--- src/rtl/pcu_pkg.sv ---
package pcu_pkg;

  // advance a slot pointer, wrapping inside one page
  function automatic int unsigned slot_next(input int unsigned idx,
                                            input int unsigned nslots);
    return (idx + 1) % nslots;
  endfunction

  // one-hot mask for a slot
  function automatic int unsigned slot_bit(input int unsigned idx);
    return 32'd1 << idx;
  endfunction

endpackage

--- src/rtl/pcu_slot_buf.sv ---
module pcu_slot_buf #(
  parameter int ADDR_W     = 9,
  parameter int DATA_W     = 8,
  parameter int PAGE_BYTES = 8,
  localparam int IDX_W     = $clog2(PAGE_BYTES),
  localparam int PG_W      = ADDR_W - IDX_W
) (
  input  logic                  clk,
  input  logic                  rst_n,
  input  logic                  accept,
  input  logic                  addr_set,
  input  logic [ADDR_W-1:0]     addr_val,
  input  logic                  data_stb,
  input  logic [DATA_W-1:0]     data_val,
  input  logic                  drop,
  input  logic [IDX_W-1:0]      rd_idx,
  output logic [PG_W-1:0]       page,
  output logic [PAGE_BYTES-1:0] mask,
  output logic [DATA_W-1:0]     rd_data
);
  import pcu_pkg::*;

  logic [PG_W-1:0]       page_q;
  logic [IDX_W-1:0]      idx_q;
  logic [PAGE_BYTES-1:0] mask_q;
  logic [DATA_W-1:0]     slot_q [PAGE_BYTES];

  // named events for the checks
  logic take_addr, take_byte;
  assign take_addr = accept && addr_set;
  assign take_byte = accept && !addr_set && data_stb;

  always_ff @(posedge clk) begin
    if (!rst_n) begin
      page_q <= '0;
      idx_q  <= '0;
    end else if (take_addr) begin
      page_q <= addr_val[ADDR_W-1:IDX_W];
      idx_q  <= addr_val[IDX_W-1:0];
    end else if (take_byte) begin
      idx_q  <= IDX_W'(slot_next(int'(idx_q), PAGE_BYTES));
    end
  end

  always_ff @(posedge clk) begin
    if (!rst_n)          mask_q <= '0;
    else if (drop)       mask_q <= '0;
    else if (take_addr)  mask_q <= '0;
    else if (take_byte)  mask_q <= mask_q | PAGE_BYTES'(slot_bit(int'(idx_q)));
  end

  for (genvar g = 0; g < PAGE_BYTES; g++) begin : g_slot
    always_ff @(posedge clk) begin
      if (!rst_n)                                   slot_q[g] <= '0;
      else if (take_byte && idx_q == IDX_W'(g))     slot_q[g] <= data_val;
    end
  end

  assign page    = page_q;
  assign mask    = mask_q;
  assign rd_data = slot_q[rd_idx];


  slot_wrap_chk: assert property (@(posedge clk) disable iff (!rst_n)
    take_byte && idx_q == IDX_W'(PAGE_BYTES-1) |=> idx_q == '0);


  slot_mark_chk: assert property (@(posedge clk) disable iff (!rst_n)
    take_byte && !drop |=> $countones(mask_q) >= 1);

endmodule

--- src/rtl/pcu_wc_timer.sv ---
module pcu_wc_timer #(
  parameter int WC_CYCLES = 500,
  localparam int CNT_W    = $clog2(WC_CYCLES + 1)
) (
  input  logic clk,
  input  logic rst_n,
  input  logic start,
  output logic busy,
  output logic last
);
  logic [CNT_W-1:0] cnt_q;
  logic             busy_q;

  always_ff @(posedge clk) begin
    if (!rst_n) begin
      busy_q <= 1'b0;
      cnt_q  <= '0;
    end else if (start && !busy_q) begin
      busy_q <= 1'b1;
      cnt_q  <= CNT_W'(WC_CYCLES - 1);
    end else if (busy_q) begin
      if (cnt_q == '0) busy_q <= 1'b0;
      else             cnt_q  <= cnt_q - 1'b1;
    end
  end

  assign busy = busy_q;
  assign last = busy_q && cnt_q == '0;


  busy_hold_chk: assert property (@(posedge clk) disable iff (!rst_n)
    busy_q && cnt_q != '0 |=> busy_q);


  busy_end_chk: assert property (@(posedge clk) disable iff (!rst_n)
    last |=> !busy_q);

endmodule

--- src/rtl/pcu_commit_walk.sv ---
module pcu_commit_walk #(
  parameter int PAGE_BYTES = 8,
  localparam int IDX_W     = $clog2(PAGE_BYTES)
) (
  input  logic             clk,
  input  logic             rst_n,
  input  logic             start,
  output logic             act,
  output logic [IDX_W-1:0] idx
);
  logic             act_q;
  logic [IDX_W-1:0] idx_q;

  always_ff @(posedge clk) begin
    if (!rst_n) begin
      act_q <= 1'b0;
      idx_q <= '0;
    end else if (start) begin
      act_q <= 1'b1;
      idx_q <= '0;
    end else if (act_q) begin
      if (idx_q == IDX_W'(PAGE_BYTES-1)) act_q <= 1'b0;
      else                               idx_q <= idx_q + 1'b1;
    end
  end

  assign act = act_q;
  assign idx = idx_q;


  walk_step_chk: assert property (@(posedge clk) disable iff (!rst_n)
    act_q && !start && idx_q != IDX_W'(PAGE_BYTES-1) |=> act_q && idx_q == $past(idx_q) + 1'b1);

endmodule

--- src/rtl/page_commit_unit.sv ---
module page_commit_unit #(
  parameter int ADDR_W     = 9,
  parameter int DATA_W     = 8,
  parameter int PAGE_BYTES = 8,
  parameter int WC_CYCLES  = 500,
  localparam int IDX_W     = $clog2(PAGE_BYTES),
  localparam int PG_W      = ADDR_W - IDX_W
) (
  input  logic              clk,
  input  logic              rst_n,
  input  logic              addr_set,
  input  logic [ADDR_W-1:0] addr_val,
  input  logic              data_stb,
  input  logic [DATA_W-1:0] data_val,
  input  logic              stop_stb,
  input  logic              wp_level,
  output logic              busy,
  output logic              mem_we,
  output logic [ADDR_W-1:0] mem_addr,
  output logic [DATA_W-1:0] mem_data
);
  logic [PG_W-1:0]       page;
  logic [PAGE_BYTES-1:0] mask;
  logic [DATA_W-1:0]     rd_data;
  logic                  tmr_busy, tmr_last;
  logic                  walk_act;
  logic [IDX_W-1:0]      walk_idx;

  // named events
  logic stop_seen, start_commit, wp_discard, drop_set;
  assign stop_seen    = stop_stb && !tmr_busy;
  assign start_commit = stop_seen && !wp_level && (mask != '0);
  assign wp_discard   = stop_seen && wp_level;
  assign drop_set     = wp_discard || tmr_last;

  pcu_slot_buf #(.ADDR_W(ADDR_W), .DATA_W(DATA_W), .PAGE_BYTES(PAGE_BYTES)) u_buf (
    .clk(clk), .rst_n(rst_n), .accept(!tmr_busy),
    .addr_set(addr_set), .addr_val(addr_val),
    .data_stb(data_stb), .data_val(data_val),
    .drop(drop_set), .rd_idx(walk_idx),
    .page(page), .mask(mask), .rd_data(rd_data));

  pcu_wc_timer #(.WC_CYCLES(WC_CYCLES)) u_tmr (
    .clk(clk), .rst_n(rst_n), .start(start_commit),
    .busy(tmr_busy), .last(tmr_last));

  pcu_commit_walk #(.PAGE_BYTES(PAGE_BYTES)) u_walk (
    .clk(clk), .rst_n(rst_n), .start(start_commit),
    .act(walk_act), .idx(walk_idx));

  assign busy     = tmr_busy;
  assign mem_we   = walk_act && mask[walk_idx];
  assign mem_addr = {page, walk_idx};
  assign mem_data = rd_data;


  we_in_busy_chk: assert property (@(posedge clk) disable iff (!rst_n)
    mem_we |-> tmr_busy);


  busy_cause_chk: assert property (@(posedge clk) disable iff (!rst_n)
    $rose(tmr_busy) |-> $past(stop_stb) && !$past(wp_level));


  wp_block_chk: assert property (@(posedge clk) disable iff (!rst_n)
    wp_discard |=> !tmr_busy && mask == '0);


  empty_stop_chk: assert property (@(posedge clk) disable iff (!rst_n)
    stop_seen && mask == '0 |=> !tmr_busy);


  busy_ignore_chk: assert property (@(posedge clk) disable iff (!rst_n)
    tmr_busy && !tmr_last |=> $stable(mask) && $stable(page));

endmodule

--- config.mk ---
export PLATFORM = sky130hd
export DESIGN_NAME = page_commit_unit
export DESIGN_NICKNAME = d
export VERILOG_FILES = /design/src/rtl/pcu_pkg.sv /design/src/rtl/pcu_slot_buf.sv /design/src/rtl/pcu_wc_timer.sv /design/src/rtl/pcu_commit_walk.sv /design/src/rtl/page_commit_unit.sv
export SDC_FILE = /design/constraint.sdc
export NUM_CORES = 1
export LEC_CHECK = 0
export BUFFER_PORTS_ARGS = -buffer_cell sky130_fd_sc_hd__buf_2
export CORE_MARGIN = 3
export CORE_UTILIZATION = 53
export CTS_CLUSTER_SIZE = 14
export DETAILED_ROUTE_END_ITERATION = 12
export MAX_ROUTING_LAYER = met4
export PLACE_DENSITY = 0.72
export SLEW_MARGIN = 20
export SYNTH_ARGS = -nofsm -noshare
export SYNTH_HDL_FRONTEND = slang
export SYNTH_SLANG_ARGS = --single-unit
--- constraint.sdc ---
create_clock -name clk -period 1.9 [get_ports clk]
set_input_delay 0.095 -clock clk [delete_from_list [all_inputs] [get_ports clk]]
set_output_delay 0.095 -clock clk [all_outputs]
set_load 0.005 [all_outputs]
==> results.toml, run 1 <==
[grt]
grt_overflow_total = 0
grt_first_pass_wirelength_mm = 15.33
grt_max_degree = 35
grt.total_usage_pct = 21.15
grt_pass1_vias = 2962
antenna_found_initial = 0

[clocking]
cts_sinks = 98
post-cts-setup-buffers = 0
clk_pin_slew_ns = 0.09
insertion_delay_ns = 0.35
cts_tree = "done"
cts_buffers = 9
cts_max_path_buffers = 2
h-tree-depth = 3
cts.root.buffer_cell = "clkbuf_8"

[placed_design]
detailed_place_hpwl_mm = 6.288
dp_slack_ns = 0.2070
gp_congestion = 0.9103
portBuffers = 41
dp.cells = 489

[yosys]
synth-seq-area-share_pct = 58.18
synth_top_area_share_pct = 42.97
synth_nets = 381
yosys.area.top_type = "edfxtp_1"
ys_ff_latch = 98
synthTopCellsByArea = "edfxtp_1 (43%), dfxtp_1 (15%), mux4_2 (8.6%)"
synthesis.area_sq_um = 4473
synth_cell_type_count = 45
synth_edf_count = 64
postSynthAreaPerCell_sq_um = 12.82
synth_warnings = 0
synth_flop_cell = "edfxtp_1"
synthArstFlopShare_pct = 0
synthCells = 349

[setup_path]
crit_path_end_kind = "primary output"
crit_chain = "buf_12, mux4_2, mux2_4, buf_6"
critical_path_class = "flop to primary output"
cp-start-kind = "flop"
crit_required_ns = 1.80
crit_slowest_cell = "mux4_2"
max_stage_delay_ns = 0.53
r2r_setup_slack_ns = 0.21
cp.arrival_ns = 1.85
reg2reg_depth = 4
cp_max_fo = 8

[sta]
fin_ws_ns = -0.04259
worst_slew_pin_slew_ns = 0.5879
finalCritPeriodShare_pct = 102.2
period_minus_slack_ns = 1.943
clock.fmax_mhz = 514.8
rsz0062_at_grt = "yes"
setup-tns-final_ns = -0.2021
worst_clock_skew_ns = 0.007394
setup_viol = 8
timing_max_transition_violations_final = 0
hold_viol = 0
max-slew-margin-rel_pct = 60.29

[drt]
dr.pass1.iters = 4
drc = 0
wl_mm = 9.444
drt_iter0_markers = 142
vias_per_cell = 5.645
ant_nets = 0
wl_per_cell_microns = 18.45
vias = 2890

[final_layout]
drive_gt1_share_pct = 25.37
syn2layout_area_growth_pct = 15.83
finalNonFillerCells = 512
fin_nets = 437
num_antenna_cells = 0

[pwr]
p_leak_nw = 2.106
irDropWorstVdd_uv = 363.1
power_mw = 4.156
power.density_nw_per_um2 = 802.1

[die]
chipWidth_microns = 97.87
rows = 32
pin_count = 42
initial_core_util_pct = 56.14
dieArea_sq_um = 9578
die_y_microns = 97.87
placeableCoreArea_sq_um = 7968

[outcome]
violations = "negative setup slack"
status = "finished with violations"

[hold_path]
holdPathStages = 3
worstHoldPathType = "primary input to flop"

[flow_run]
drv_cap = 0
synthesized netlist by cell type (5+ instances only):
master,count
edfxtp_1,64
and2_1,41
dfxtp_1,34
and3_1,29
nand2_1,27
a21oi_1,17
mux4_2,17
nor2_1,17
inv_1,12
clkbuf_1,9
ha_1,9
mux2_2,8
nand3_1,6
nor2b_1,6
a31oi_1,5
timing repair:
item / in CTS / in global routing
setup endpoints to repair: 8 / 9
gates cloned: 1 / 0
gates resized for setup: 9 / 3
hold buffers: 6 / 0
endpoints found under the hold margin: 6 / 0
metal layers:
layer	vias to the layer above	share of wire, %	wire [microns]	global-route usage (%)
li1	1387	-	-	-
met1	1414	42	3955	26.34
met2	80	53	4966	36.02
met3	9	4.6	437	3.786
met4	0	0.89	84	5.112
met5	-	0	0	-
cell type report:
class	count	area [sq um]
clock buffer	9	123.9
fill	605	2786
tap	102	127.6
sequential	98	2608
clock inverter	7	92.59
multi-input combinational	223	1757
timing repair buffer	61	427.9
inverter	12	45.04
path summary, 6_finish.rpt:
check                         to            from
setup / recovery     mem_data[1]            flop
hold / removal    u_buf.idx_q[1]     addr_val[1]
setup reg to reg   u_buf.mask[3]  u_tmr.cnt_q[4]
hold reg to reg    u_buf.page[5]   u_buf.page[5]
per-stage QoR:
step	instance area (sq um)	hold WS, ns	util (%)
3_5_place_dp	4832	0.3477	60.65
2_1_floorplan	4473	0.2310	-
5_1_grt	5181	0.01895	65.03
6_report	5181	0.01194	65.03
4_1_cts	5170	0.002557	64.89
3_3_place_gp	4832	0.3352	60.65
layout by cell type, fill, tap and decap left out, drive strengths merged, types with 3 or more instances in the layout:
cell	count
a21oi	17
dfxtp	34
nand2b	3
nor2b	6
dlygate4sd3	6
and3	29
nand3	6
buf	55
clkbuf	9
mux2	8
xnor2	3
nand2	28
a31oi	5
a21boi	3
mux2i	3
nor2	17
edfxtp	64
mux4	18
ha	9
inv	13
o21a	4
and2	41
sequential cells by signal, indices dropped and copies added, names as in the netlist, named ones only:
signal,flops
u_buf.idx_q,3
u_buf.mask,8
u_buf.page,6
u_buf.slot_q,64
u_tmr.busy,1
u_tmr.cnt_q,9
u_walk.act,1
u_walk.idx,3
critical path, delay by kind of cell (launching register included):
family                 cells  cell delay, ns
multiplexers               2            0.82
flip-flops                 1            0.40
buffers and inverters      2            0.26
cell families (layout without fill, tap and decap cells):
family	count (synthesis)	count (layout)	synth area share, %
AOI/OAI and AO/OA	40	40	6.069
xor gates and xnor gates	3	3	0.5875
adders and majority gates	9	9	2.518
buffers and inverters	28	89	2.881
DFF	98	98	58.18
muxes	29	29	11.83
and+or+nand+nor	142	142	17.93
where the power goes:
part | leakage [nW] | switching (mW) | total (mW) | internal [mW]
Clock | 0.103 | 0.713 | 1.45 | 0.739
Sequential | 0.940 | 0.0335 | 2.38 | 2.34
Combinational | 1.06 | 0.179 | 0.327 | 0.148
Total | 2.11 | 0.925 | 4.16 | 3.23
(Power assumes the default switching activity.)
==> run 2: changes to the inputs <==
- CELL_PAD_IN_SITES_DETAIL_PLACEMENT: unset -> 1
- CELL_PAD_IN_SITES_GLOBAL_PLACEMENT: unset -> 2
- CORE_UTILIZATION: 53 -> 41
- PLACE_DENSITY: 0.72 -> unset
- PLACE_DENSITY_LB_ADDON: unset -> 0.1
==> run 2 against run 1 <==
  * The run still ends with negative setup slack left
  * Sequential power hardly changed
  * Critical path depth stayed put
  * Final cell count is 7.8% higher
  * First-iteration DRC count is 11% lower
  * Combinational power is 9.8% higher
  * Sequential cell count stayed put
  * Largest power group unchanged
  * Register-to-register slack worse by 0.02 ns
  * Utilization is 15 points lower
  * Critical path type unchanged
  * Sequential share of layout area is 0.84 points lower
  * Power is 2.1% lower
  * Count of clock-buffer cells in the layout is 1 higher
  * Clock power is 8% lower
==> results.toml, run 2 (synthesized netlist as in run 1, its figures left out) <==
[final_layout]
post-route-cell-area_sq_um = 5274
num_antenna_cells = 0
drive_gt1_share_pct = 26.68
regMostFlops = "u_buf.slot_q"
largest_register_ffs = 64
syn2layout_area_growth_pct = 17.90
final_common_cell = "edfxtp_1"
fin_nets = 443
layout_common_cells = "edfxtp_1 (64), and2_1 (41), buf_2 (35)"

[outcome]
status = "finished with violations"
violations = "negative setup slack"

[setup_path]
cp_max_fo = 8
crit_path_end_kind = "primary output"
cp.arrival_ns = 1.90
cp-start-kind = "flop"
crit_required_ns = 1.80
critical_path_class = "flop to primary output"

[die]
rows = 37
placeableCoreArea_sq_um = 10460
die_y_microns = 110.5
dieArea_sq_um = 12200
pin_count = 42
initial_core_util_pct = 42.75
chipWidth_microns = 110.5

[clocking]
cts_max_path_buffers = 2
cts_sinks = 98
post-cts-setup-buffers = 0
h-tree-depth = 3
cts_tree = "done"
cts_buffers = 9
cts.root.buffer_cell = "clkbuf_8"
insertion_delay_ns = 0.37
clk_pin_slew_ns = 0.10

[grt]
grt_max_degree = 27
grt_first_pass_wirelength_mm = 17.84
antenna_found_initial = 0
grt_overflow_total = 0
grt_pass1_vias = 3199
grt.total_usage_pct = 19.14

[placed_design]
post_dp_cell_area_sq_um = 4920
detailed_place_hpwl_mm = 7.550
gp_congestion = 0.7686
portBuffers = 41

[sta]
fin_ws_ns = -0.09034
setup_viol = 8
worst_slew_pin_slew_ns = 0.5857
finalCritPeriodShare_pct = 104.8
clock.fmax_mhz = 502.4
hold_viol = 0
fin_hold_ws_ns = 0.01923
worst_clock_skew_ns = 0.01306
rsz0062_at_grt = "yes"
period_minus_slack_ns = 1.990
timing_max_transition_violations_final = 0
max-slew-margin-rel_pct = 60.90
setup-tns-final_ns = -0.4725

[drt]
vias = 2957
vias_per_cell = 5.357
drc = 0
wl_mm = 10.84
ant_nets = 0
wl_per_cell_microns = 19.64
drt_iter0_markers = 126
dr.pass1.iters = 4

[pwr]
irDropWorstVdd_uv = 434.2
power_mw = 4.070
net-switching-power_mw = 1.020
intPower_mw = 3.051
seqPwrFrac_pct = 58.3
p_leak_nw = 2.143
p_sw_share_pct = 25.05
power.density_nw_per_um2 = 771.8
pwr-share-clk_pct = 32.8
p_comb_share_pct = 8.8

[flow_run]
drv_cap = 0

[hold_path]
worstHoldPathType = "primary input to flop"
## run 2: layer usage
layer | GRT usage [%] | part of all wire, % | up-vias
li1 | - | - | 1399
met5 | - | 0 | -
met4 | 5.337 | 1.6 | 0
met1 | 23.77 | 45 | 1491
met3 | 3.836 | 3.2 | 11
met2 | 32.00 | 50 | 56
## run 2: timing repair
| action | in CTS | in global routing |
|---|---|---|
| endpoints found under the setup margin | 9 | 9 |
| gates resized for setup | 16 | 2 |
| gates cloned | 1 | 0 |
| hold buffers | 6 | 0 |
| endpoints found under the hold margin | 6 | 0 |
| pin swaps | 0 | 0 |
## run 2: final cells by class
type,instances,area [sq um]
Timing Repair Buffer,67,485.5
Tap cell,136,170.2
Clock inverter,6,57.56
Inverter,12,45.04
Fill cell,1108,5189
Clock buffer,10,137.6
Sequential cell,98,2610
Multi-Input combinational cell,223,1768
## run 2: final timing paths
check | from | slack, ns | depth (start not counted) | to
max | flop | -0.09 | 4 | mem_data[7]
min | addr_val[1] | 0.02 | 3 | u_buf.idx_q[1]
max reg2reg | u_tmr.busy | 0.19 | 4 | u_tmr.cnt_q[7]
min reg2reg | u_buf.page[4] | 0.46 | 2 | u_buf.page[4]
## run 2: metrics by stage
step | std cells | utilization, % | setup slack, ns
global route | 552 | 50.41 | -0.1644
finish | 552 | 50.41 | -0.09034
floorplan | 349 | - | 0.2021
global placement | 529 | 47.02 | 0.2502
CTS | 552 | 50.32 | -0.1136
detailed placement | 529 | 47.02 | 0.1637
## run 2: worst max-delay path: stages (launching register included)
cell     delay [ns]
dfxtp_4        0.42
buf_12         0.16
mux4_2         0.54
mux2_4         0.30
buf_6          0.12
## run 2: power groups by stage
stage | sequential [mW] | combinational (mW) | clock, mW
4_1_cts | 2.38 | 0.363 | 1.37
3_5_place_dp | 2.43 | 0.333 | 0
6_report | 2.37 | 0.359 | 1.34
3_3_place_gp | 2.42 | 0.325 | 0
5_1_grt | 2.39 | 0.400 | 1.47
2_1_floorplan | 2.41 | 0.182 | 0
